--- config.mk ---
export PLATFORM = sky130hd
export DESIGN_NAME = bg_task_ctrl
export DESIGN_NICKNAME = d
export VERILOG_FILES = /design/src/rtl/bgt_pkg.sv /design/src/rtl/bgt_cfg.sv /design/src/rtl/bgt_seq.sv /design/src/rtl/bg_task_ctrl.sv
export SDC_FILE = /design/constraint.sdc
export NUM_CORES = 1
export LEC_CHECK = 0
export CORE_MARGIN = 4
export CORE_UTILIZATION = 56
export DETAILED_ROUTE_END_ITERATION = 6
export DONT_BUFFER_PORTS = 1
export GPL_ROUTABILITY_DRIVEN = 0
export HOLD_SLACK_MARGIN = 0.06
export MAX_ROUTING_LAYER = met4
export PLACE_DENSITY = 0.76
export RECOVER_POWER = 100
export SLEW_MARGIN = 15
export SYNTH_ARGS = -nofsm -noshare
export SYNTH_HDL_FRONTEND = slang
export SYNTH_HIERARCHICAL = 1
export SYNTH_SLANG_ARGS = --single-unit
--- constraint.sdc ---
create_clock -name clk -period 1.5 [get_ports clk]
set_input_delay 0.15 -clock clk [delete_from_list [all_inputs] [get_ports clk]]
set_output_delay 0.15 -clock clk [all_outputs]
set_load 0.01 [all_outputs]
--- src/rtl/bgt_pkg.sv ---
package bgt_pkg;
  typedef enum logic [1:0] {ST_IDLE = 2'd0, ST_RUN = 2'd1, ST_HELD = 2'd2} bgt_state_e;

  // control word bit positions (software visible)
  localparam int CTL_EN    = 0;
  localparam int CTL_GO    = 1;
  localparam int CTL_TRIG  = 2;
  localparam int CTL_OVCLR = 3;
  localparam int CTL_W     = 4;

  typedef struct packed {
    logic ovf;
    logic nointr;
    logic run;
  } bgt_stat_t;
endpackage

--- src/rtl/bgt_cfg.sv ---
module bgt_cfg #(
  parameter int ADDR_W = 16,
  parameter int DATA_W = 16
) (
  input  logic              clk,
  input  logic              rst_n,
  input  logic              wr_en,
  input  logic              wr_sel,
  input  logic [DATA_W-1:0] wr_data,
  output logic [ADDR_W-1:0] start_addr,
  output logic              en,
  output logic              trig_en,
  output logic              go_wr,
  output logic              ovclr_wr
);
  import bgt_pkg::*;

  logic              ctl_wr, addr_wr;
  logic [ADDR_W-1:0] sa_q, sa_n;
  logic              en_q, en_n, tg_q, tg_n;

  assign addr_wr  = wr_en & ~wr_sel;
  assign ctl_wr   = wr_en &  wr_sel;
  assign go_wr    = ctl_wr & wr_data[CTL_GO];
  assign ovclr_wr = ctl_wr & wr_data[CTL_OVCLR];

  always_comb begin
    sa_n = sa_q;
    en_n = en_q;
    tg_n = tg_q;
    if (addr_wr) sa_n = wr_data[ADDR_W-1:0];
    if (ctl_wr) begin
      en_n = wr_data[CTL_EN];
      tg_n = wr_data[CTL_TRIG];
    end
  end

  always_ff @(posedge clk or negedge rst_n) begin
    if (!rst_n) begin
      sa_q <= '0;
      en_q <= 1'b0;
      tg_q <= 1'b0;
    end else begin
      sa_q <= sa_n;
      en_q <= en_n;
      tg_q <= tg_n;
    end
  end

  assign start_addr = sa_q;
  assign en         = en_q;
  assign trig_en    = tg_q;
endmodule

--- src/rtl/bgt_seq.sv ---
module bgt_seq #(
  parameter int ADDR_W = 16
) (
  input  logic              clk,
  input  logic              rst_n,
  input  logic              en,
  input  logic              trig_en,
  input  logic              go_wr,
  input  logic              ovclr_wr,
  input  logic [ADDR_W-1:0] start_addr,
  input  logic              fg_pending,
  input  logic              hw_trig,
  input  logic              task_done,
  input  logic              mask_cmd,
  input  logic              unmask_cmd,
  input  logic [ADDR_W-1:0] core_pc,
  output logic              launch_valid,
  output logic [ADDR_W-1:0] launch_addr,
  output logic              preempt,
  output bgt_pkg::bgt_stat_t stat,
  output logic [ADDR_W-1:0] active_addr
);
  import bgt_pkg::*;

  bgt_state_e        st_q, st_n;
  logic              go_q, go_n, ovf_q, ovf_n, ni_q, ni_n;
  logic              lv_q, lv_n, pre_q, pre_n;
  logic [ADDR_W-1:0] la_q, la_n, act_q, act_n;
  logic              done_eff, trig_ok, fire_new, fire_res, pre_now;

  assign done_eff = task_done & (st_q == ST_RUN);
  assign trig_ok  = hw_trig & trig_en;
  assign fire_new = (st_q == ST_IDLE) & go_q & en & ~fg_pending;
  assign fire_res = (st_q == ST_HELD) & en & ~fg_pending;
  assign pre_now  = (st_q == ST_RUN) & ~done_eff & fg_pending & ~ni_q;

  always_comb begin
    st_n  = st_q;
    go_n  = (go_q & ~done_eff) | go_wr | trig_ok;
    ovf_n = ovf_q;
    if (ovclr_wr) ovf_n = 1'b0;
    if (trig_ok & go_q & ~done_eff) ovf_n = 1'b1;
    ni_n  = ni_q;
    lv_n  = fire_new | fire_res;
    pre_n = pre_now;
    la_n  = la_q;
    act_n = act_q;
    unique case (st_q)
      ST_IDLE: if (fire_new) begin
        st_n = ST_RUN;
        la_n = start_addr;
      end
      ST_RUN: begin
        if (done_eff) begin
          st_n = ST_IDLE;
          ni_n = 1'b0;
        end else if (pre_now) begin
          st_n  = ST_HELD;
          act_n = core_pc;
        end else if (mask_cmd) begin
          ni_n = 1'b1;
        end else if (unmask_cmd) begin
          ni_n = 1'b0;
        end
      end
      ST_HELD: if (fire_res) begin
        st_n = ST_RUN;
        la_n = act_q;
      end
      default: st_n = ST_IDLE;
    endcase
  end

  always_ff @(posedge clk or negedge rst_n) begin
    if (!rst_n) begin
      st_q  <= ST_IDLE;
      go_q  <= 1'b0;
      ovf_q <= 1'b0;
      ni_q  <= 1'b0;
      lv_q  <= 1'b0;
      pre_q <= 1'b0;
      la_q  <= '0;
      act_q <= '0;
    end else begin
      st_q  <= st_n;
      go_q  <= go_n;
      ovf_q <= ovf_n;
      ni_q  <= ni_n;
      lv_q  <= lv_n;
      pre_q <= pre_n;
      la_q  <= la_n;
      act_q <= act_n;
    end
  end

  assign launch_valid = lv_q;
  assign launch_addr  = la_q;
  assign preempt      = pre_q;
  assign active_addr  = act_q;
  assign stat.ovf     = ovf_q;
  assign stat.nointr  = ni_q;
  assign stat.run     = (st_q != ST_IDLE);


  launch_gate_chk: assert property (@(posedge clk) disable iff (!rst_n)
    $rose(lv_q) |-> $past(en && !fg_pending));

  launch_runs_chk: assert property (@(posedge clk) disable iff (!rst_n)
    lv_q |-> (st_q == ST_RUN));

  preempt_capture_chk: assert property (@(posedge clk) disable iff (!rst_n)
    $rose(pre_q) |-> (act_q == $past(core_pc)) && (st_q == ST_HELD));

  ovf_sticky_chk: assert property (@(posedge clk) disable iff (!rst_n)
    $fell(ovf_q) |-> $past(ovclr_wr));

  lock_holds_chk: assert property (@(posedge clk) disable iff (!rst_n)
    (st_q == ST_RUN && ni_q) |=> !pre_q);

  done_clears_chk: assert property (@(posedge clk) disable iff (!rst_n)
    (done_eff && !go_wr && !trig_ok) |=> (!go_q && st_q == ST_IDLE && !ni_q));
endmodule

--- src/rtl/bg_task_ctrl.sv ---
module bg_task_ctrl #(
  parameter int ADDR_W = 16,
  parameter int DATA_W = 16
) (
  input  logic              clk,
  input  logic              rst_n,
  input  logic              wr_en,
  input  logic              wr_sel,
  input  logic [DATA_W-1:0] wr_data,
  input  logic              fg_pending,
  input  logic              hw_trig,
  input  logic              task_done,
  input  logic              mask_cmd,
  input  logic              unmask_cmd,
  input  logic [ADDR_W-1:0] core_pc,
  output logic              launch_valid,
  output logic [ADDR_W-1:0] launch_addr,
  output logic              preempt,
  output logic [2:0]        status,
  output logic [ADDR_W-1:0] active_addr
);
  import bgt_pkg::*;

  logic [ADDR_W-1:0] start_addr;
  logic              en, trig_en, go_wr, ovclr_wr;
  bgt_stat_t         stat;

  bgt_cfg #(.ADDR_W(ADDR_W), .DATA_W(DATA_W)) u_cfg (
    .clk(clk), .rst_n(rst_n), .wr_en(wr_en), .wr_sel(wr_sel), .wr_data(wr_data),
    .start_addr(start_addr), .en(en), .trig_en(trig_en),
    .go_wr(go_wr), .ovclr_wr(ovclr_wr)
  );

  bgt_seq #(.ADDR_W(ADDR_W)) u_seq (
    .clk(clk), .rst_n(rst_n), .en(en), .trig_en(trig_en), .go_wr(go_wr),
    .ovclr_wr(ovclr_wr), .start_addr(start_addr), .fg_pending(fg_pending),
    .hw_trig(hw_trig), .task_done(task_done), .mask_cmd(mask_cmd),
    .unmask_cmd(unmask_cmd), .core_pc(core_pc), .launch_valid(launch_valid),
    .launch_addr(launch_addr), .preempt(preempt), .stat(stat),
    .active_addr(active_addr)
  );

  assign status = stat;
endmodule

==> impl_metrics.ini <==
[outcome]
status = complete, no violations

[logic_synthesis]
synth_area_leader_cell = dfrtp_1
synth_seq_cells = 57
synth_top_area_share = 0.570
dominantRegCellSynth = dfrtp_1
netlist_area_um2 = 2500
yosys_warnings = 6
synth_area_leaders = dfrtp_1 57%, mux2_2 18%, mux2_4 11%
ys_seq_area_frac = 0.570
syn-num-nets = 200
yosysUniqueCellTypes = 24
synth_edf_count = 0
avgSynthCellArea_um2 = 15.7
synthCells = 159
synthArstFlopShare = 1.00

[layout]
fill_cells = 302
final_cell_mix = 56 x dfrtp_1, 39 x mux2_2, 35 x dlygate4sd3_1, 18 x mux2_1, 12 x clkbuf_8
drive_gt1_frac = 0.387
final_common_cell = dfrtp_1
n_antenna_cell = 0
synthToLayoutAreaGrowth_pct = 25.6
post-route-util = 0.722
nets = 248
stdcell_area_um2 = 3140

[place]
place_area_um2 = 2560
io_buffers = 0
hpwl_um = 3410

[route]
first_pass_iters = 5
antenna_left = 0
drt-vias-per-instance = 5.66
drcViolationCount = 0
wire_per_inst_um = 20.5
wirelength_um = 5400
drtIter0Drc = 48
dr_total_vias = 1493

[power_and_ir_drop]
p_sw_frac = 0.307
ir_worst_vdd_mv = 1.17
power.switching_mw = 1.65
clkPwrFrac = 0.275
power_per_cell_area_nw_per_um2 = 1710
p_leak_nw = 1.46
finalPower_mw = 5.39
p_int_mw = 3.74
seqPwrFrac = 0.509
combPwrFrac = 0.216

[grt]
grt.overflow.total = 0
grt_max_degree = 58
grt_pass1_vias = 1583
grt_pass1_wl_um = 8050
antenna_found_initial = 0
grt_use_total = 0.208

[cts]
cts_root_buffer = clkbuf_8
cts_buffers = 9
cts_tree = built
cts_max_path_buffers = 2
worstSkewPairLatency_ps = 330
clkTransAtPathRegs_ps = 70
clock_sinks = 57
cts_max_level = 3
post_cts_buffers = 0

[floorplan]
die_area_um2 = 5600
core-area_um2 = 4350
io_pins = 78
die_w_um = 74.8
dieHeight_um = 74.8
initial_core_util = 0.575
row_count = 24

[setup_path]
worstReg2RegStart = u_seq/st_q[0]$_DFFE_PN0P_
critPathLaunch = u_seq/st_q[0]$_DFFE_PN0P_
start_kind = flop
crit_type = reg2reg
cp_max_fo = 9
cp.arrival_ps = 1660
cp-end-kind = flop
cp.required_ps = 1710

[min_path]
hold_path.startpoint = fg_pending
hold_class = in2reg

[flow_run]
drv_cap = 0

[timing]
hold_viol_final = 0
clock-skew-final_ps = 7.44
relSlewSlack = 0.502
setup_tns_ps = 0
fmax_mhz = 690
setup_viol = 0
slew_violations = 0
worst_slew_pin_slew_ps = 746
period_minus_slack_ps = 1450
min_period_over_period = 0.967
power groups by stage:
stage | logic (mW) | registers, mW | clock network (mW)
after global routing | 1.27 | 2.82 | 1.59
after CTS | 1.15 | 2.75 | 1.50
after global placement | 0.974 | 2.75 | 0
after floorplan | 0.898 | 2.61 | 0
after detailed placement | 1.04 | 2.78 | 0
final | 1.16 | 2.74 | 1.48
repair_timing:
item / 4_1_cts / 5_1_grt
gates resized for setup: 0 / 5
endpoints found under the hold margin: 94 / 0
setup endpoints to repair: 0 / 15
hold buffers: 36 / 0
through the flow:
stage / hold slack, ps / cells / setup slack, ps
after CTS: 69.4 / 262 / 23.5
final: 61.1 / 264 / 50.1
after global routing: 68.1 / 264 / -40.2
after detailed placement: -144 / 210 / 41.1
after floorplan: -146 / 159 / 34.1
after global placement: -144 / 210 / 86.7
synth_stat cells (2+ instances only):
library cell  number
or2_2              2
nand2b_1           3
and3_2             2
nor2b_1            2
inv_1              3
mux2_4            19
dfrtp_1           57
buf_6              3
mux2_1             8
o21ai_0            3
buf_4              3
nand2_1            3
buf_2              2
mux2_2            39
sequential cells by signal, indices dropped and copies added, names as in the netlist:
signal / flops
u_seq/preempt: 1
u_cfg/trig_en: 1
u_seq/ni_q: 1
u_cfg/en: 1
u_seq/st_q: 2
u_seq/go_q: 1
u_seq/ovf_q: 1
u_cfg/start_addr: 16
u_seq/launch_addr: 16
u_seq/active_addr: 16
u_seq/launch_valid: 1
worst max-delay path: stages (launching register included):
cell and delay, ps:
dfrtp_1 390, nand2b_4 180, buf_12 140, mux2_2 340, mux2_2 270
final timing paths:
check                                                         to  slack, ps  depth (start not counted)
worst max-delay path            u_seq/launch_addr[8]$_DFFE_PN0P_         50                          4
worst min register to register   u_cfg/start_addr[5]$_DFFE_PN0P_        490                          1
min in group asynchronous                 u_seq/ni_q$_DFFE_PN0P_        460                          2
max in group asynchronous              u_seq/st_q[1]$_DFFE_PN0P_        520                          2
worst max register to register  u_seq/launch_addr[8]$_DFFE_PN0P_         50                          4
worst min-delay path                   u_seq/st_q[1]$_DFFE_PN0P_         60                          2
logic make-up after synthesis:
logic type,Yosys count,share of synthesized area
and+or+nand+nor,19,0.0550
AOI/OAI and AO/OA,5,0.0105
muxes,66,0.325
DFF,57,0.570
buffers and inverters,12,0.0390
final cells by class:
cell class	count	area, um2	share of cell area
multi-input combinational	91	976	0.311
tap	52	65.1	0.0207
clock buffer	14	173	0.0549
clock inverter	2	35.0	0.0111
inverter	3	11.3	0.00358
timing repair buffer	45	455	0.145
sequential	57	1430	0.454
layer usage:
metal	global-route usage	wire [um]
met1	0.235	2130
met2	0.327	2840
met3	0.0801	369
met4	0.0949	61
met5	-	0
No activity file was read; power rests on OpenSTA's default activity.
